--- config.mk ---
export PLATFORM = sky130hd
export DESIGN_NAME = audio_clk_gen
export DESIGN_NICKNAME = d
export VERILOG_FILES = /design/src/rtl/audio_clk_pkg.sv /design/src/rtl/audio_role_ctrl.sv /design/src/rtl/audio_frame_div.sv /design/src/rtl/audio_mck_gate.sv /design/src/rtl/audio_clk_gen.sv
export SDC_FILE = /design/constraint.sdc
export NUM_CORES = 1
export LEC_CHECK = 0
export BUFFER_PORTS_ARGS = -buffer_cell sky130_fd_sc_hd__buf_2
export CORE_MARGIN = 4
export CORE_UTILIZATION = 30
export CTS_CLUSTER_DIAMETER = 150
export DETAILED_ROUTE_END_ITERATION = 10
export PLACE_DENSITY = 0.54
export RECOVER_POWER = 25
export SLEW_MARGIN = 10
export SYNTH_ARGS = -nofsm -noshare
export SYNTH_HDL_FRONTEND = slang
export SYNTH_SLANG_ARGS = --single-unit
--- constraint.sdc ---
create_clock -name clk_i -period 1.6 [get_ports clk_i]
set_input_delay 0.08 -clock clk_i [delete_from_list [all_inputs] [get_ports clk_i]]
set_output_delay 0.08 -clock clk_i [all_outputs]
set_load 0.01 [all_outputs]
--- src/rtl/audio_clk_pkg.sv ---
`timescale 1ns/1ps
package audio_clk_pkg;
  typedef struct packed {
    logic slow;  // two-thirds frame rate
    logic wide;  // 64x bit clock
  } rate_cfg_t;
endpackage

--- src/rtl/audio_role_ctrl.sv ---
`timescale 1ns/1ps
module audio_role_ctrl (
  input  logic clk_i,
  input  logic rst_ni,
  input  logic strap_i,
  input  logic cmd_master_i,
  input  logic frame_end_i,
  output logic strap_o,
  output logic master_o
);
  logic taken_q, strap_q, master_q;

  always_ff @(posedge clk_i or negedge rst_ni) begin
    if (!rst_ni) begin
      taken_q <= 1'b0;
      strap_q <= 1'b0;
    end else if (!taken_q) begin
      taken_q <= 1'b1;
      strap_q <= strap_i;
    end
  end

  // leaving master waits for a frame end
  always_ff @(posedge clk_i or negedge rst_ni) begin
    if (!rst_ni) master_q <= 1'b0;
    else if (!master_q || frame_end_i) master_q <= strap_q & cmd_master_i;
  end

  assign strap_o  = strap_q;
  assign master_o = master_q;

  assert_strap_held_R7: assert property (@(posedge clk_i) disable iff (!rst_ni)
    taken_q |=> $stable(strap_q));
  assert_master_needs_strap_R1: assert property (@(posedge clk_i) disable iff (!rst_ni)
    master_q |-> strap_q);
endmodule

--- src/rtl/audio_frame_div.sv ---
`timescale 1ns/1ps
module audio_frame_div
  import audio_clk_pkg::*;
#(
  parameter int LR_DIV   = 256,
  parameter int RATIO_LO = 32,
  parameter int RATIO_HI = 64
) (
  input  logic      clk_i,
  input  logic      rst_ni,
  input  logic      run_i,
  input  rate_cfg_t cfg_i,
  output logic      frame_end_o,
  output logic      bck_o,
  output logic      lr_o,
  output logic      oe_o
);
  localparam int FRAME_SLOW = LR_DIV * 3 / 2;
  localparam int CW = $clog2(FRAME_SLOW + 1);
  localparam int BW = $clog2(FRAME_SLOW / RATIO_LO + 1);
  localparam int BIT_FL = LR_DIV / RATIO_LO;
  localparam int BIT_FH = LR_DIV / RATIO_HI;
  localparam int BIT_SL = FRAME_SLOW / RATIO_LO;
  localparam int BIT_SH = FRAME_SLOW / RATIO_HI;

  rate_cfg_t       cfg_q;
  logic [CW-1:0]   cnt_q, frame_len, frame_half;
  logic [BW-1:0]   bcnt_q, bit_len, bit_half;
  logic            bck_q, lr_q, oe_q, frame_end;

  always_comb begin
    frame_len = cfg_q.slow ? CW'(FRAME_SLOW) : CW'(LR_DIV);
    unique case ({cfg_q.slow, cfg_q.wide})
      2'b00:   bit_len = BW'(BIT_FL);
      2'b01:   bit_len = BW'(BIT_FH);
      2'b10:   bit_len = BW'(BIT_SL);
      default: bit_len = BW'(BIT_SH);
    endcase
    frame_half = frame_len >> 1;
    bit_half   = bit_len >> 1;
    frame_end  = run_i && (cnt_q == frame_len - CW'(1));
  end

  always_ff @(posedge clk_i or negedge rst_ni) begin
    if (!rst_ni) begin
      cnt_q  <= '0;
      bcnt_q <= '0;
      cfg_q  <= '0;
      bck_q  <= 1'b0;
      lr_q   <= 1'b0;
      oe_q   <= 1'b0;
    end else if (!run_i) begin
      cnt_q  <= '0;
      bcnt_q <= '0;
      cfg_q  <= cfg_i;
      bck_q  <= 1'b0;
      lr_q   <= 1'b0;
      oe_q   <= 1'b0;
    end else begin
      oe_q  <= 1'b1;
      bck_q <= (bcnt_q >= bit_half);
      lr_q  <= (cnt_q >= frame_half);
      if (frame_end) begin
        cnt_q  <= '0;
        bcnt_q <= '0;
        cfg_q  <= cfg_i;
      end else begin
        cnt_q  <= cnt_q + CW'(1);
        bcnt_q <= (bcnt_q == bit_len - BW'(1)) ? '0 : bcnt_q + BW'(1);
      end
    end
  end

  assign frame_end_o = frame_end;
  assign bck_o = bck_q;
  assign lr_o  = lr_q;
  assign oe_o  = oe_q;

  assert_frame_bound_R2: assert property (@(posedge clk_i) disable iff (!rst_ni)
    cnt_q < frame_len);
  assert_bit_bound_R3: assert property (@(posedge clk_i) disable iff (!rst_ni)
    bcnt_q < bit_len);
  assert_lr_on_bck_fall_R4: assert property (@(posedge clk_i) disable iff (!rst_ni)
    (lr_q != $past(lr_q)) |-> (!bck_q && $past(bck_q)));
  assert_cfg_at_boundary_R5: assert property (@(posedge clk_i) disable iff (!rst_ni)
    (cfg_q != $past(cfg_q)) |-> (cnt_q == '0));
endmodule

--- src/rtl/audio_mck_gate.sv ---
`timescale 1ns/1ps
module audio_mck_gate (
  input  logic clk_i,
  input  logic rst_ni,
  input  logic en_i,
  output logic mck_o
);
  logic en_q;

  // enable moves only on the falling edge, while the clock is low
  always_ff @(negedge clk_i or negedge rst_ni) begin
    if (!rst_ni) en_q <= 1'b0;
    else         en_q <= en_i;
  end

  assign mck_o = clk_i & en_q;
endmodule

--- src/rtl/audio_clk_gen.sv ---
`timescale 1ns/1ps
module audio_clk_gen
  import audio_clk_pkg::*;
#(
  parameter int LR_DIV   = 256,
  parameter int RATIO_LO = 32,
  parameter int RATIO_HI = 64
) (
  input  logic clk_i,
  input  logic rst_ni,
  input  logic strap_i,
  input  logic cmd_master_i,
  input  logic cmd_slow_i,
  input  logic cmd_wide_i,
  input  logic cmd_mck_en_i,
  input  logic bck_i,
  input  logic lr_i,
  output logic bck_o,
  output logic bck_oe_o,
  output logic lr_o,
  output logic lr_oe_o,
  output logic bck_use_o,
  output logic lr_use_o,
  output logic mck_o,
  output logic mck_oe_o
);
  logic      strap_q, master, frame_end, gen_bck, gen_lr, gen_oe;
  rate_cfg_t cmd_cfg;

  assign cmd_cfg = '{slow: cmd_slow_i, wide: cmd_wide_i};

  audio_role_ctrl u_role (
    .clk_i        (clk_i),
    .rst_ni       (rst_ni),
    .strap_i      (strap_i),
    .cmd_master_i (cmd_master_i),
    .frame_end_i  (frame_end),
    .strap_o      (strap_q),
    .master_o     (master)
  );

  audio_frame_div #(
    .LR_DIV   (LR_DIV),
    .RATIO_LO (RATIO_LO),
    .RATIO_HI (RATIO_HI)
  ) u_div (
    .clk_i       (clk_i),
    .rst_ni      (rst_ni),
    .run_i       (master),
    .cfg_i       (cmd_cfg),
    .frame_end_o (frame_end),
    .bck_o       (gen_bck),
    .lr_o        (gen_lr),
    .oe_o        (gen_oe)
  );

  audio_mck_gate u_mck (
    .clk_i  (clk_i),
    .rst_ni (rst_ni),
    .en_i   (strap_q & cmd_mck_en_i),
    .mck_o  (mck_o)
  );

  assign bck_o     = gen_bck;
  assign lr_o      = gen_lr;
  assign bck_oe_o  = gen_oe;
  assign lr_oe_o   = gen_oe;
  assign bck_use_o = gen_oe ? gen_bck : bck_i;
  assign lr_use_o  = gen_oe ? gen_lr  : lr_i;
  assign mck_oe_o  = strap_q;

  assert_oe_needs_strap_R1: assert property (@(posedge clk_i) disable iff (!rst_ni)
    bck_oe_o |-> (strap_q && lr_oe_o));
  assert_quiet_when_released_R6: assert property (@(posedge clk_i) disable iff (!rst_ni)
    !bck_oe_o |-> (!bck_o && !lr_o));
  assert_mck_only_with_strap_R8: assert property (@(negedge clk_i) disable iff (!rst_ni)
    mck_o |-> mck_oe_o);
endmodule

==> flow_metrics.py, run 1 <==
metrics = {
    "run_status": {
        "status": "finished, violations left",
        "violations": "setup timing",
    },
    "pwr": {
        "power_switching_mw": 0.2353,
        "seq_power_share_pct": 47.0,
        "vdd_ir_drop_max_mv": 0.7579,
        "internal_power_mw": 0.9679,
        "clock_power_share_pct": 49.8,
        "switching_share_pct": 19.55,
        "combPwrFrac_pct": 3.2,
        "leakage_nw": 0.7823,
        "powerDensity_mw_per_mm2": 765.6,
        "total_power_mw": 1.203,
    },
    "worst_setup_path": {
        "rrSetupSlack_ns": -0.07,
        "arrival_ns": 1.81,
        "end_kind": "output pin",
        "cp-endpoint": "mck_o",
        "cp_max_fo": 1,
        "critical_path.startpoint": "u_mck.en_q",
        "reg2reg_depth": 4,
        "slowest_stage": "dfrtn_1",
        "r2r_start": "u_div.cfg_q[1]",
        "r2r-end": "u_div.cfg_q[0]",
        "cp_cell_sequence": "and2_1, buf_2",
        "crit_required_ns": 1.52,
        "start_kind": "register",
        "critical_path.max_stage_delay_ns": 0.39,
        "critical_path_class": "reg2out",
    },
    "grt": {
        "grt_first_pass_wirelength_um": 4140,
        "grt_max_degree": 22,
        "antenna_found_initial": 0,
        "grt_overflow": 0,
        "grt_pass1_vias": 967,
        "met3_usage_pct": 4.173,
        "met2_usage_pct": 18.89,
        "use_met1_pct": 11.25,
        "top_usage_layer": "met2",
        "grt_usage_pct": 10.67,
    },
    "hold_path": {
        "hold_path.class": "in2reg",
        "hold_start": "cmd_master_i",
    },
    "route": {
        "ant_nets": 0,
        "wirelength_um": 2352,
        "via_count": 853,
        "drcViolationCount": 0,
        "via_per_inst": 4.420,
        "dr.first_iter.drc_count": 22,
        "wl_per_cell_um": 12.19,
        "drt_pass1_iterations": 3,
    },
    "placed_design": {
        "placed_cell_area_sq_mm": 0.001393,
        "placed_cells": 181,
        "placement.io_buffers": 16,
        "hpwl_um": 1654,
        "gp_congestion": 0.7470,
        "dp_slack_ns": -0.04446,
    },
    "sta": {
        "slew-limit-headroom_pct": 24.11,
        "setup_slack_ns": -0.2937,
        "grt_setup_unrepaired": "true",
        "finalHoldViolations": 0,
        "tightest_slew_ns": 1.138,
        "setup_violations": 4,
        "fin_skew_ns": 0.02786,
        "slew_viol_final": 0,
    },
    "finish": {
        "final_layout_size_suffix_gt1_share_pct": 34.48,
        "final_cells": 193,
        "syn2layout_area_growth_pct": 36.52,
        "final_util_pct": 42.61,
        "n_antenna_cell": 0,
        "nets": 165,
        "fin_area_sq_mm": 0.001572,
    },
    "logic_synthesis": {
        "ys_seq_elements": 22,
        "netlist_area_sq_mm": 0.001151,
        "syn_area_per_cell_sq_um": 11.07,
        "yosysTopAreaCell": "dfrtp_1",
        "synth_top_area_share_pct": 45.65,
        "synth.most_common_cell": "dfrtp_1",
        "synthDistinctLibCells": 33,
        "synthTopCellsByArea": "dfrtp_1 (46%), ha_1 (11%), xnor2_1 (3.8%)",
        "ys_warn_count": 0,
        "synth-edff-count": 0,
        "synthCells": 104,
        "synth_seq_area_share_pct": 47.83,
        "synth_common_cells": "dfrtp_1 (21), nor2_1 (11), ha_1 (10)",
        "synthFlopType": "dfrtp_1",
        "synthArstFlopShare_pct": 100.0,
        "syn_nets": 123,
    },
    "die": {
        "initial_utilization_pct": 31.21,
        "die_x_um": 69.95,
        "die_h_um": 69.95,
        "io_pins": 17,
        "std_cell_rows": 22,
        "core_area_sq_mm": 0.003689,
        "dieArea_sq_mm": 0.004892,
    },
    "flow_run": {
        "max-cap-violations": 0,
    },
    "clock_tree": {
        "path_clk_slew_ns": 0.08,
        "tritoncts": "done",
        "clk-insertion-delay-late_ns": 0.39,
    },
}
[worst max-delay path: cells and delay by family (launching register included)]
family	cells	cell delay, ns
simple gates	1	0.11
buf+inv	1	0.12
flops	1	0.39
[how the worst min path moves through the flow]
stage	end	slack, ns	cells after the start
finish	u_role.master_o	0.44	4
global route	u_role.master_o	0.47	4
CTS	u_div.cnt_q[0]	0.28	3
detailed placement	u_div.bcnt_q[1]	0.11	2
global placement	u_div.cnt_q[2]	0.12	2
floorplan	u_div.bck_o	-0.22	0
[cell usage in the layout, fill, tap and decap left out, types with 4 or more instances in the layout]
cell type      netlist  layout
buf_4                1      11
dlygate4sd3_1        0       5
ha_1                10       7
inv_1                9       8
dfrtp_1             21      20
nand3_1              6       5
nor2_1              11      11
xor2_1               5       5
clkbuf_8             0       7
xnor2_1              5       5
buf_2                1      15
and2_1               4       4
[cell families (layout without fill, tap and decap cells)]
family          Yosys count  count (layout)  share of synthesized area (%)
mux                       5               5                          5.543
xor+xnor                 10              10                          7.608
fa+ha+maj                10              10                          10.87
buf+inv                  11              52                          4.021
simple gates             35              35                          16.96
compound gates           10              10                          6.849
other cells               1               1                         0.3258
flops                    22              22                          47.83
[metal layers]
metal  share of wire, %  up-vias
met1                 45      400
met2                 49       20
met4                1.1        0
li1                   -      430
met3                4.9        3
met5                  0        -
[power by group through the flow]
| stage | Sequential, mW | Combinational (mW) | Clock (mW) |
|---|---|---|---|
| after floorplan | 0.576 | 0.00495 | 0.00968 |
| after global placement | 0.575 | 0.0317 | 0.0155 |
| after detailed placement | 0.576 | 0.0329 | 0.0155 |
| after CTS | 0.565 | 0.0421 | 0.625 |
| after global routing | 0.566 | 0.0451 | 0.651 |
| final | 0.565 | 0.0388 | 0.599 |
[layout make-up]
class | instances | area (sq um)
Timing Repair Buffer | 35 | 244.0
Fill cell | 364 | 2117
Multi-Input combinational cell | 71 | 580.6
Sequential cell | 22 | 551.8
Tap cell | 48 | 60.06
Clock buffer | 8 | 101.3
Inverter | 9 | 33.78
[repair_timing]
action | 4_1_cts | 5_1_grt
pin swaps | 2 | 1
buffers inserted | 0 | 0
hold buffers | 5 | 0
gates resized for setup | 8 | 2
hold endpoints to repair | 25 | 0
cloned | 0 | 0
endpoints found under the setup margin | 9 | 9
[state kept, by name, summed over array words and instances, names as in the netlist]
signal / flops
u_div.bck_o: 1
u_role.master_o: 1
u_div.cfg_q: 2
u_mck.en_q: 1
u_role.strap_o: 1
u_role.taken_q: 1
u_div.oe_o: 1
u_div.cnt_q: 9
u_div.bcnt_q: 4
u_div.lr_o: 1
[per-stage QoR]
step	hold slack [ns]	TNS [ns]
3_3_place_gp	0.1193	-0.02432
4_1_cts	0.2775	-0.4517
3_5_place_dp	0.1124	-0.1026
5_1_grt	0.4701	-0.6658
2_1_floorplan	-0.2156	-0.1050
6_report	0.4437	-0.4228
Power figures use the tool's default switching activity.
==> inputs of run 2 (changes only) <==
Settings changed: PLACE_DENSITY 0.54 to 0.52, TNS_END_PERCENT set to 50.
Clock period 1.6 ns to 2.3 ns, I/O delays scaled along.
==> flow_metrics.py, run 2 (synthesized netlist as in run 1, its figures left out) <==
metrics = {
    "finish": {
        "layout_common_cells": "dfrtp_1 (21), buf_2 (15), nor2_1 (11)",
        "n_antenna_cell": 0,
        "final_layout_size_suffix_gt1_share_pct": 22.90,
        "largest_register_ffs": 9,
        "final_common_cell": "dfrtp_1",
        "nets": 151,
        "max_flop_register": "u_div.cnt_q",
        "top_regs": "u_div.cnt_q: 9 flops, u_div.bcnt_q: 4 flops, u_div.cfg_q: 2 flops",
        "final_util_pct": 38.70,
        "syn2layout_area_growth_pct": 24.02,
    },
    "die": {
        "die_x_um": 69.95,
        "initial_utilization_pct": 31.21,
        "io_pins": 17,
        "dieArea_sq_mm": 0.004892,
        "die_h_um": 69.95,
        "core_area_sq_mm": 0.003689,
        "std_cell_rows": 22,
    },
    "sta": {
        "whs_ns": 0.4842,
        "fin_skew_ns": 0.02694,
        "tightest_slew_ns": 1.111,
        "setup_violations": 0,
        "setup_slack_ns": 0.03161,
        "grt_setup_unrepaired": "true",
        "slew-limit-headroom_pct": 25.93,
        "finalHoldViolations": 0,
        "slew_viol_final": 0,
    },
    "worst_setup_path": {
        "critical_path.startpoint": "u_mck.en_q",
        "arrival_ns": 2.15,
        "end_kind": "output pin",
        "r2r_start": "u_role.strap_o",
        "cp_max_fo": 1,
        "critical_path.max_stage_delay_ns": 0.38,
        "crit_required_ns": 2.18,
        "critical_path_class": "reg2out",
        "slowest_stage": "dfrtn_1",
        "start_kind": "register",
        "cp_top_family": "flip-flops",
        "cp_cell_sequence": "and2_1, buf_2",
        "critPathBufInv": 1,
    },
    "pwr": {
        "switching_share_pct": 19.34,
        "vdd_ir_drop_max_mv": 0.3592,
        "leakage_nw": 0.7026,
        "internal_power_mw": 0.6735,
        "powerDensity_mw_per_mm2": 584.9,
        "seq_power_share_pct": 47.1,
        "clock_power_share_pct": 49.8,
        "total_power_mw": 0.8351,
        "power_switching_mw": 0.1615,
        "combPwrFrac_pct": 3.2,
    },
    "route": {
        "drt_pass1_iterations": 4,
        "wirelength_um": 2090,
        "drcViolationCount": 0,
        "via_per_inst": 4.497,
        "dr.first_iter.drc_count": 33,
        "ant_nets": 0,
        "via_count": 805,
        "wl_per_cell_um": 11.68,
    },
    "placed_design": {
        "placement.io_buffers": 16,
        "gp_congestion": 0.7426,
        "hpwl_um": 1551,
        "dp_slack_ns": 0.4460,
    },
    "grt": {
        "use_met1_pct": 11.57,
        "grt_usage_pct": 9.904,
        "grt_pass1_vias": 855,
        "grt_max_degree": 22,
        "grt_first_pass_wirelength_um": 3663,
        "met2_usage_pct": 13.85,
        "antenna_found_initial": 0,
        "grt_overflow": 0,
        "met3_usage_pct": 5.324,
        "top_usage_layer": "met2",
    },
    "clock_tree": {
        "clk-insertion-delay-late_ns": 0.39,
        "cts_resized": 0,
        "path_clk_slew_ns": 0.07,
        "post_cts_buffers": 0,
        "tritoncts": "done",
    },
    "run_status": {
        "status": "finished, final reports clean",
    },
    "hold_path": {
        "hold_path.class": "in2reg",
        "hold_start": "cmd_master_i",
    },
    "flow_run": {
        "max-cap-violations": 0,
    },
}
-- run 2: cell types whose count changed in the layout (fill, tap and decap cells not counted), sizes merged --
| cell | change |
|---|---|
| buf | -14 |
-- run 2: layout make-up --
| class | instances | area [sq um] |
|---|---|---|
| fillers | 376 | 2261 |
| multi-input cells | 71 | 554.3 |
| flip-flops and latches | 22 | 550.5 |
| repair buffers | 21 | 127.6 |
| clock buffers | 8 | 101.3 |
| well taps | 48 | 60.06 |
| inverters | 9 | 33.78 |
-- run 2: power by group through the flow --
| stage | sequential [mW] | combinational, mW | clock, mW |
|---|---|---|---|
| global placement | 0.400 | 0.0220 | 0.0108 |
| finish | 0.393 | 0.0265 | 0.416 |
| CTS | 0.393 | 0.0288 | 0.432 |
| floorplan | 0.401 | 0.00344 | 0.00674 |
| global route | 0.393 | 0.0307 | 0.457 |
| detailed placement | 0.401 | 0.0222 | 0.0108 |
-- run 2: path summary, 6_finish.rpt --
kind | endpoint | slack [ns] | cells after the start
max in group asynchronous | u_role.strap_o | 1.00 | 3
worst max-delay path | mck_o | 0.03 | 2
worst min register to register | u_role.strap_o | 0.51 | 1
min in group asynchronous | u_div.cnt_q[0] | 0.64 | 3
worst max register to register | u_mck.en_q | 0.46 | 1
worst min-delay path | u_role.master_o | 0.48 | 4
-- run 2: tightest hold or removal path, cell delays in order --
cell and delay [ns]:
dlygate4sd3_1 0.51, buf_2 0.10, nand2_1 0.04, nand2_1 0.05
-- run 2: through the flow --
stage	std cells	cell area, sq um	TNS (ns)
final	179	1428	0
after global routing	179	1428	-0.02900
after CTS	179	1433	0
after detailed placement	167	1286	0
after global placement	167	1286	0
after floorplan	104	1151	0
-- run 2: repair_timing --
action                                  in CTS  in global routing
hold endpoints to repair                    25                  0
endpoints found under the setup margin       0                  2
hold buffers                                 5                  0
-- run 2: per-layer routing --
layer | vias up | routed length (um)
met5 | - | 0
met4 | 0 | 54
met3 | 6 | 140
met2 | 22 | 949
met1 | 376 | 945
li1 | 401 | -
